==> config.mk <==
export PLATFORM = sky130hd
export DESIGN_NAME = fetch_track
export DESIGN_NICKNAME = d
export VERILOG_FILES = /design/src/rtl/fetch_trk_pkg.sv /design/src/rtl/fetch_trk_state.sv /design/src/rtl/fetch_trk_ctrl.sv /design/src/rtl/fetch_track.sv
export SDC_FILE = /design/constraint.sdc
export NUM_CORES = 1
export LEC_CHECK = 0
export ABC_AREA = 1
export CAP_MARGIN = 20
export CORE_AREA = 2 2 39 41
export DETAILED_ROUTE_END_ITERATION = 10
export DIE_AREA = 0 0 41 43
export DONT_BUFFER_PORTS = 1
export GPL_TIMING_DRIVEN = 0
export PLACE_DENSITY = 0.3
export SYNTH_ARGS = -nofsm -noshare
export SYNTH_HDL_FRONTEND = slang
export SYNTH_SLANG_ARGS = --single-unit
==> constraint.sdc <==
create_clock -name clk -period 1.35 [get_ports clk]
set_input_delay 0.135 -clock clk [delete_from_list [all_inputs] [get_ports clk]]
set_output_delay 0.135 -clock clk [all_outputs]
set_load 0.01 [all_outputs]
==> src/rtl/fetch_trk_pkg.sv <==
package fetch_trk_pkg;
  // strobes from control to flag storage
  typedef struct packed {
    logic wipe;     // functional reset: clear both flags
    logic setRef;   // reference accepted by memory
    logic clrRef;   // effective arrival retires the reference
    logic setKill;  // flush while in flight
    logic clrKill;  // arrival consumes the stale response
  } trkStrobe_t;
endpackage

==> src/rtl/fetch_trk_state.sv <==
module fetch_trk_state
  import fetch_trk_pkg::*;
(
  input  logic       clk,
  input  logic       rstN,
  input  trkStrobe_t strobe,
  output logic       refOutstanding,
  output logic       killResp
);
  logic refQ, killQ;

  always_ff @(posedge clk) begin
    if (!rstN) begin
      refQ  <= 1'b0;
      killQ <= 1'b0;
    end else begin
      if (strobe.wipe)        refQ <= 1'b0;
      else if (strobe.setRef) refQ <= 1'b1;
      else if (strobe.clrRef) refQ <= 1'b0;

      if (strobe.wipe)         killQ <= 1'b0;
      else if (strobe.clrKill) killQ <= 1'b0;
      else if (strobe.setKill) killQ <= 1'b1;
    end
  end

  assign refOutstanding = refQ;
  assign killResp       = killQ;

  AST_REF_SET: assert property (@(posedge clk) disable iff (!rstN)
    strobe.setRef && !strobe.wipe |=> refOutstanding);
  AST_WIPE_CLR: assert property (@(posedge clk) disable iff (!rstN)
    strobe.wipe |=> !refOutstanding && !killResp);
  AST_KILL_DROP: assert property (@(posedge clk) disable iff (!rstN)
    strobe.clrKill |=> !killResp);
endmodule

==> src/rtl/fetch_trk_ctrl.sv <==
module fetch_trk_ctrl
  import fetch_trk_pkg::*;
(
  input  logic       clk,
  input  logic       rstN,
  input  logic       softReset,
  input  logic       flush,
  input  logic       pause,
  input  logic       testMode,
  input  logic       memAck,
  input  logic       dataArrive,
  input  logic       fValid,
  input  logic       gValid,
  input  logic       phaseEven,
  input  logic       refOutstanding,
  input  logic       killResp,
  output logic       fetchReq,
  output logic       makeFValid,
  output trkStrobe_t strobe
);
  logic arrivalEff, roomAvail, blocked;

  always_comb begin
    arrivalEff = dataArrive & phaseEven;
    roomAvail  = flush | (~fValid & ~gValid & ~arrivalEff);
    blocked    = pause | testMode | softReset | refOutstanding;
    fetchReq   = roomAvail & ~blocked;
    makeFValid = arrivalEff & ~killResp & ~flush;

    strobe.wipe    = softReset;
    strobe.setRef  = memAck & fetchReq;
    strobe.clrRef  = arrivalEff;
    strobe.setKill = flush & refOutstanding & ~arrivalEff;
    strobe.clrKill = arrivalEff;
  end

  AST_ONE_REF: assert property (@(posedge clk) disable iff (!rstN)
    refOutstanding |-> !fetchReq);
  AST_HALT_REQ: assert property (@(posedge clk) disable iff (!rstN)
    (pause || testMode) |-> !fetchReq);
  AST_ODD_PHASE: assert property (@(posedge clk) disable iff (!rstN)
    !phaseEven |-> !makeFValid);
  AST_NO_STALE: assert property (@(posedge clk) disable iff (!rstN)
    killResp |-> !makeFValid);
  AST_FLUSH_HIT: assert property (@(posedge clk) disable iff (!rstN)
    flush && dataArrive && phaseEven |-> !makeFValid);
endmodule

==> src/rtl/fetch_track.sv <==
module fetch_track
  import fetch_trk_pkg::*;
(
  input  logic clk,
  input  logic rstN,
  input  logic softReset,
  input  logic flush,
  input  logic pause,
  input  logic testMode,
  input  logic memAck,
  input  logic dataArrive,
  input  logic fValid,
  input  logic gValid,
  input  logic phaseEven,
  output logic fetchReq,
  output logic refOutstanding,
  output logic killResp,
  output logic makeFValid
);
  trkStrobe_t strobe;

  fetch_trk_ctrl u_ctrl (
    .clk(clk), .rstN(rstN), .softReset(softReset), .flush(flush),
    .pause(pause), .testMode(testMode), .memAck(memAck),
    .dataArrive(dataArrive), .fValid(fValid), .gValid(gValid),
    .phaseEven(phaseEven), .refOutstanding(refOutstanding),
    .killResp(killResp), .fetchReq(fetchReq), .makeFValid(makeFValid),
    .strobe(strobe)
  );

  fetch_trk_state u_state (
    .clk(clk), .rstN(rstN), .strobe(strobe),
    .refOutstanding(refOutstanding), .killResp(killResp)
  );

  AST_RST_IDLE: assert property (@(posedge clk)
    !rstN |=> !refOutstanding && !killResp);
endmodule

[Word-level counts from Yosys, hierarchy flattened]
Index checks and enable logic that the tools add are counted.
Storage, ports and cells
  register bits: 2
  input bits: 11
  logic and storage cells: 27
Cells by class
  multiplexer cells: 2
  bitwise operators: 20
  reduce and logical (&&, ||, !) cells: 3
Operators by type and width (number)
  $and 1x1->1: 9
  $not 1->1: 7
  $or 1x1->1: 4
  $reduce_or 3->1: 1
  $mux 1: 2
  $reduce_bool 2->1: 1
  $reduce_or 2->1: 1

[Depth between registers and ports, before layout]
  depth in word-level cells: 7
  mapped depth: 5
  gate-level depth less buffers: 5

[Hierarchy]
From an unflattened synthesis, not the netlist that was laid out.
Second synthesis, totals
  cell total of the unflattened synthesis: 33
  area, all modules: 180.2 um^2
Modules (own cells, without submodules)
  fetch_trk_ctrl: times used 1, cells each 22, area each 101.3 um^2
  fetch_trk_state: times used 1, cells each 11, area each 78.8 um^2

[Worst setup path before layout]
OpenSTA, ideal clock, no wires.
  path type: flip-flop to output port
  start point: register u_state.refQ, in the netlist u_state.refOutstanding
  end point: output port fetchReq
  data arrival time: 0.733 ns
  required time: 1.215 ns
  slack: 0.482 ns
  stages on the path, launching flop included: 5
  path buffers: 0
  cells stage by stage: dfxtp_1 -> inv_1 -> nand2_1 -> nor2_2 -> and2_2
Between the ends
  cells in the longest elaborated chain, start to end: 3
Ends and longest elaborated chain
  from (decl): line fetch_trk_state.sv:10  | logic refQ, killQ;
  from (signal assigned): line fetch_trk_state.sv:14  | refQ <= 1'b0;
  from (signal assigned): line fetch_trk_state.sv:17  | if (strobe.wipe) refQ <= 1'b0;
  from (signal assigned): line fetch_trk_state.sv:18  | else if (strobe.setRef) refQ <= 1'b1;
  $or 1x1->1: line fetch_trk_ctrl.sv:26  | blocked = pause | testMode | softReset | refOutstanding;
  $not 1->1: line fetch_trk_ctrl.sv:27  | fetchReq = roomAvail & ~blocked;
  $and 1x1->1: line fetch_trk_ctrl.sv:27
  to (decl): line fetch_track.sv:15  | output logic fetchReq,
No other way between the ends.

[Worst setup path in the final report]
Same ends and word-level chain as after synthesis.

==> impl_metrics.json <==
{
  "status": "completed",
  "dp_hpwl_um": 273,
  "synth_fp_nets": 33,
  "synth-xor-area-share": 0,
  "startpoint_type": "flop",
  "end_kind": "output pin",
  "async_reset_ff_frac": 0,
  "vias_per_cell": 3.41,
  "reg2reg_from": "u_state.refOutstanding",
  "setup_viol_count_final": 0,
  "crit_required_ns": 1.22,
  "worstPathCellList": "inv_1 > nand2_1 > nor2_2 > and2_2",
  "gp_congestion": 0.486,
  "portBuffers": 0,
  "whs_path_depth": 2,
  "synth_cell_types": 11,
  "r2r_end": "u_state.refOutstanding",
  "drive_gt1_frac": 0.240,
  "clk_latency_ns": 0.22,
  "drv_slew": 0,
  "grt-ovfl-total": 0,
  "synthSimpleGateAreaFrac": 0.458,
  "cellLeakagePower_nw": 0.0790,
  "synth_top_family_by_area": "simple AND/OR/NAND/NOR gates",
  "design_area_um2": 176,
  "syn_area_per_cell_um2": 6.09,
  "initialDrtViolationCount": 2,
  "rsz0062_at_grt": "no",
  "syn_inst": 22,
  "rows": 14,
  "synthTopCellsByCount": "nand2_1 (7), inv_1 (5), dfxtp_1 (2)",
  "slew_headroom": 0.763,
  "h-tree-depth": 1,
  "critPathMaxStageDelay_ns": 0.41,
  "crit_buf_inv": 1,
  "layout_min_cycle_time_ns": 1.15,
  "critical_path_arrival_ns": 1.01,
  "yosysMostFrequentCell": "nand2_1",
  "detail_route.wl_per_cell_um": 7.80,
  "synth-edff-count": 0,
  "hold_start": "memAck",
  "num_vias": 140,
  "area.growth.synth_to_final_pct": 31.8,
  "reg2reg_slack_ns": 0.49,
  "netlist_area_um2": 134,
  "first_pass_iters": 2,
  "synth_compound_area_frac": 0.103,
  "finClkSkew_ns": 0.000218,
  "cts_made_buffers": 3,
  "die-area_mm2": 0.00176,
  "period_share": 0.848,
  "grt_pass1_vias": 137,
  "synth.largest_area_cell": "dfxtp_1",
  "synth_top_cell_area_share": 0.299,
  "tns_ns": 0,
  "clkSinkCount": 2,
  "peakVddDrop_uv": 160,
  "antennaDiodeCount": 0,
  "cts_hold_buf": 0,
  "grt_usage": 0.0511,
  "hold_viol": 0,
  "critPathTopFamily": "flip-flops",
  "antenna_found_initial": 0,
  "routed_wl_um": 320,
  "cts_resized": 0,
  "grt_max_degree": 5,
  "core_area_mm2": 0.00138,
  "critPathKind": "reg2out",
  "cp_max_fo": 4,
  "clockBufferDepth": 2,
  "worst_pin_slew_ns": 0.353,
  "ioPinCount": 15,
  "cpMaxStageDelayCell": "dfxtp_1",
  "path_clk_slew_ns": 0.03,
  "die_h_um": 43,
  "ys_top_cells_by_area": "dfxtp_1 (30%), nand2_1 (20%), inv_1 (14%)",
  "synthAdderAreaFrac": 0,
  "die_w_um": 41,
  "remaining_drc_errors": 0,
  "num-nets-final": 38,
  "initial_core_util": 0.0967,
  "final_util": 0.127,
  "worst_r2r_path_depth": 5,
  "cts_tree": "yes",
  "synth_ff_type": "dfxtp_1",
  "ant_nets": 0,
  "finalPower_uw": 206,
  "yosys_warnings": 0,
  "fmax_ghz": 0.873,
  "cap_violations": 0,
  "synthMuxAreaShare": 0,
  "ys_ff_latch": 2,
  "holdCritPathClass": "in2reg",
  "hold_end": "u_state.refOutstanding",
  "post-cts-setup-buffer-count": 0,
  "grt_first_pass_wirelength_um": 489,
  "yosysSeqAreaShare": 0.299,
  "powerDensity_mw_per_mm2": 1170,
  "postPlaceCellArea_um2": 154,
  "cts-root-buf": "clkbuf_4"
}
==> flip-flops by register name, indices dropped and copies added, names as in the netlist <==
name                    cells
u_state.killResp            1
u_state.refOutstanding      1
==> worst register-to-register path, cell delays in order (launching register included) <==
cell     delay, ns
dfxtp_1       0.35
inv_1         0.07
nand2_1       0.06
nor2_2        0.11
nand3_1       0.09
a21oi_2       0.11
==> where the power goes <==
part | internal (mW) | switching [mW]
clock | 0.0979 | 0.0319
combinational | 0.00594 | 0.0101
sequential | 0.0599 | 0.000483
==> through the flow <==
stage	instances	hold slack, ns	worst slack, ns
after floorplan	22	0.291	0.482
after global placement	38	0.317	0.437
after detailed placement	38	0.313	0.416
after CTS	41	0.0776	0.176
after global routing	41	0.0881	0.126
final	41	0.0862	0.205
==> cell type report <==
class / instances / area, um2
Fill cell: 169 / 1210
Multi-Input combinational cell: 15 / 75.1
Tap cell: 16 / 20.0
Sequential cell: 2 / 40.0
Inverter: 5 / 18.8
Clock buffer: 3 / 22.5
==> layout by cell type, fill, tap and decap left out <==
cell | Yosys | layout
dfxtp_1 | 2 | 2
clkbuf_4 | 0 | 3
inv_1 | 5 | 5
nand3_1 | 1 | 1
a21oi_2 | 1 | 1
a21oi_1 | 1 | 1
nor2_2 | 1 | 1
nand2_1 | 7 | 7
and2_2 | 1 | 1
nor3b_1 | 1 | 1
nor2_1 | 1 | 1
nor3_1 | 1 | 1
==> worst max-delay path by stage <==
stage                                start       end  slack [ns]  depth (start not counted)
floorplan           u_state.refOutstanding  fetchReq        0.48                          4
CTS                 u_state.refOutstanding  fetchReq        0.18                          4
detailed placement  u_state.refOutstanding  fetchReq        0.42                          4
global route        u_state.refOutstanding  fetchReq        0.13                          4
finish              u_state.refOutstanding  fetchReq        0.20                          4
global placement    u_state.refOutstanding  fetchReq        0.44                          4
==> cell families (layout without fill, tap and decap cells) <==
family / Yosys count / in the layout
buffers and inverters: 5 / 8
AO/OA/AOI/OAI: 2 / 2
AND/OR/NAND/NOR: 13 / 13
flip-flops: 2 / 2
==> layer usage <==
layer | vias to the layer above | part of all wire | global-route usage
met5 | - | 0 | 0
met4 | 0 | 0 | 0.0800
met3 | 0 | 0.15 | 0.0471
met2 | 8 | 0.49 | 0.0563
met1 | 59 | 0.36 | 0.0382
li1 | 73 | - | -
Power figures use the tool's default switching activity.
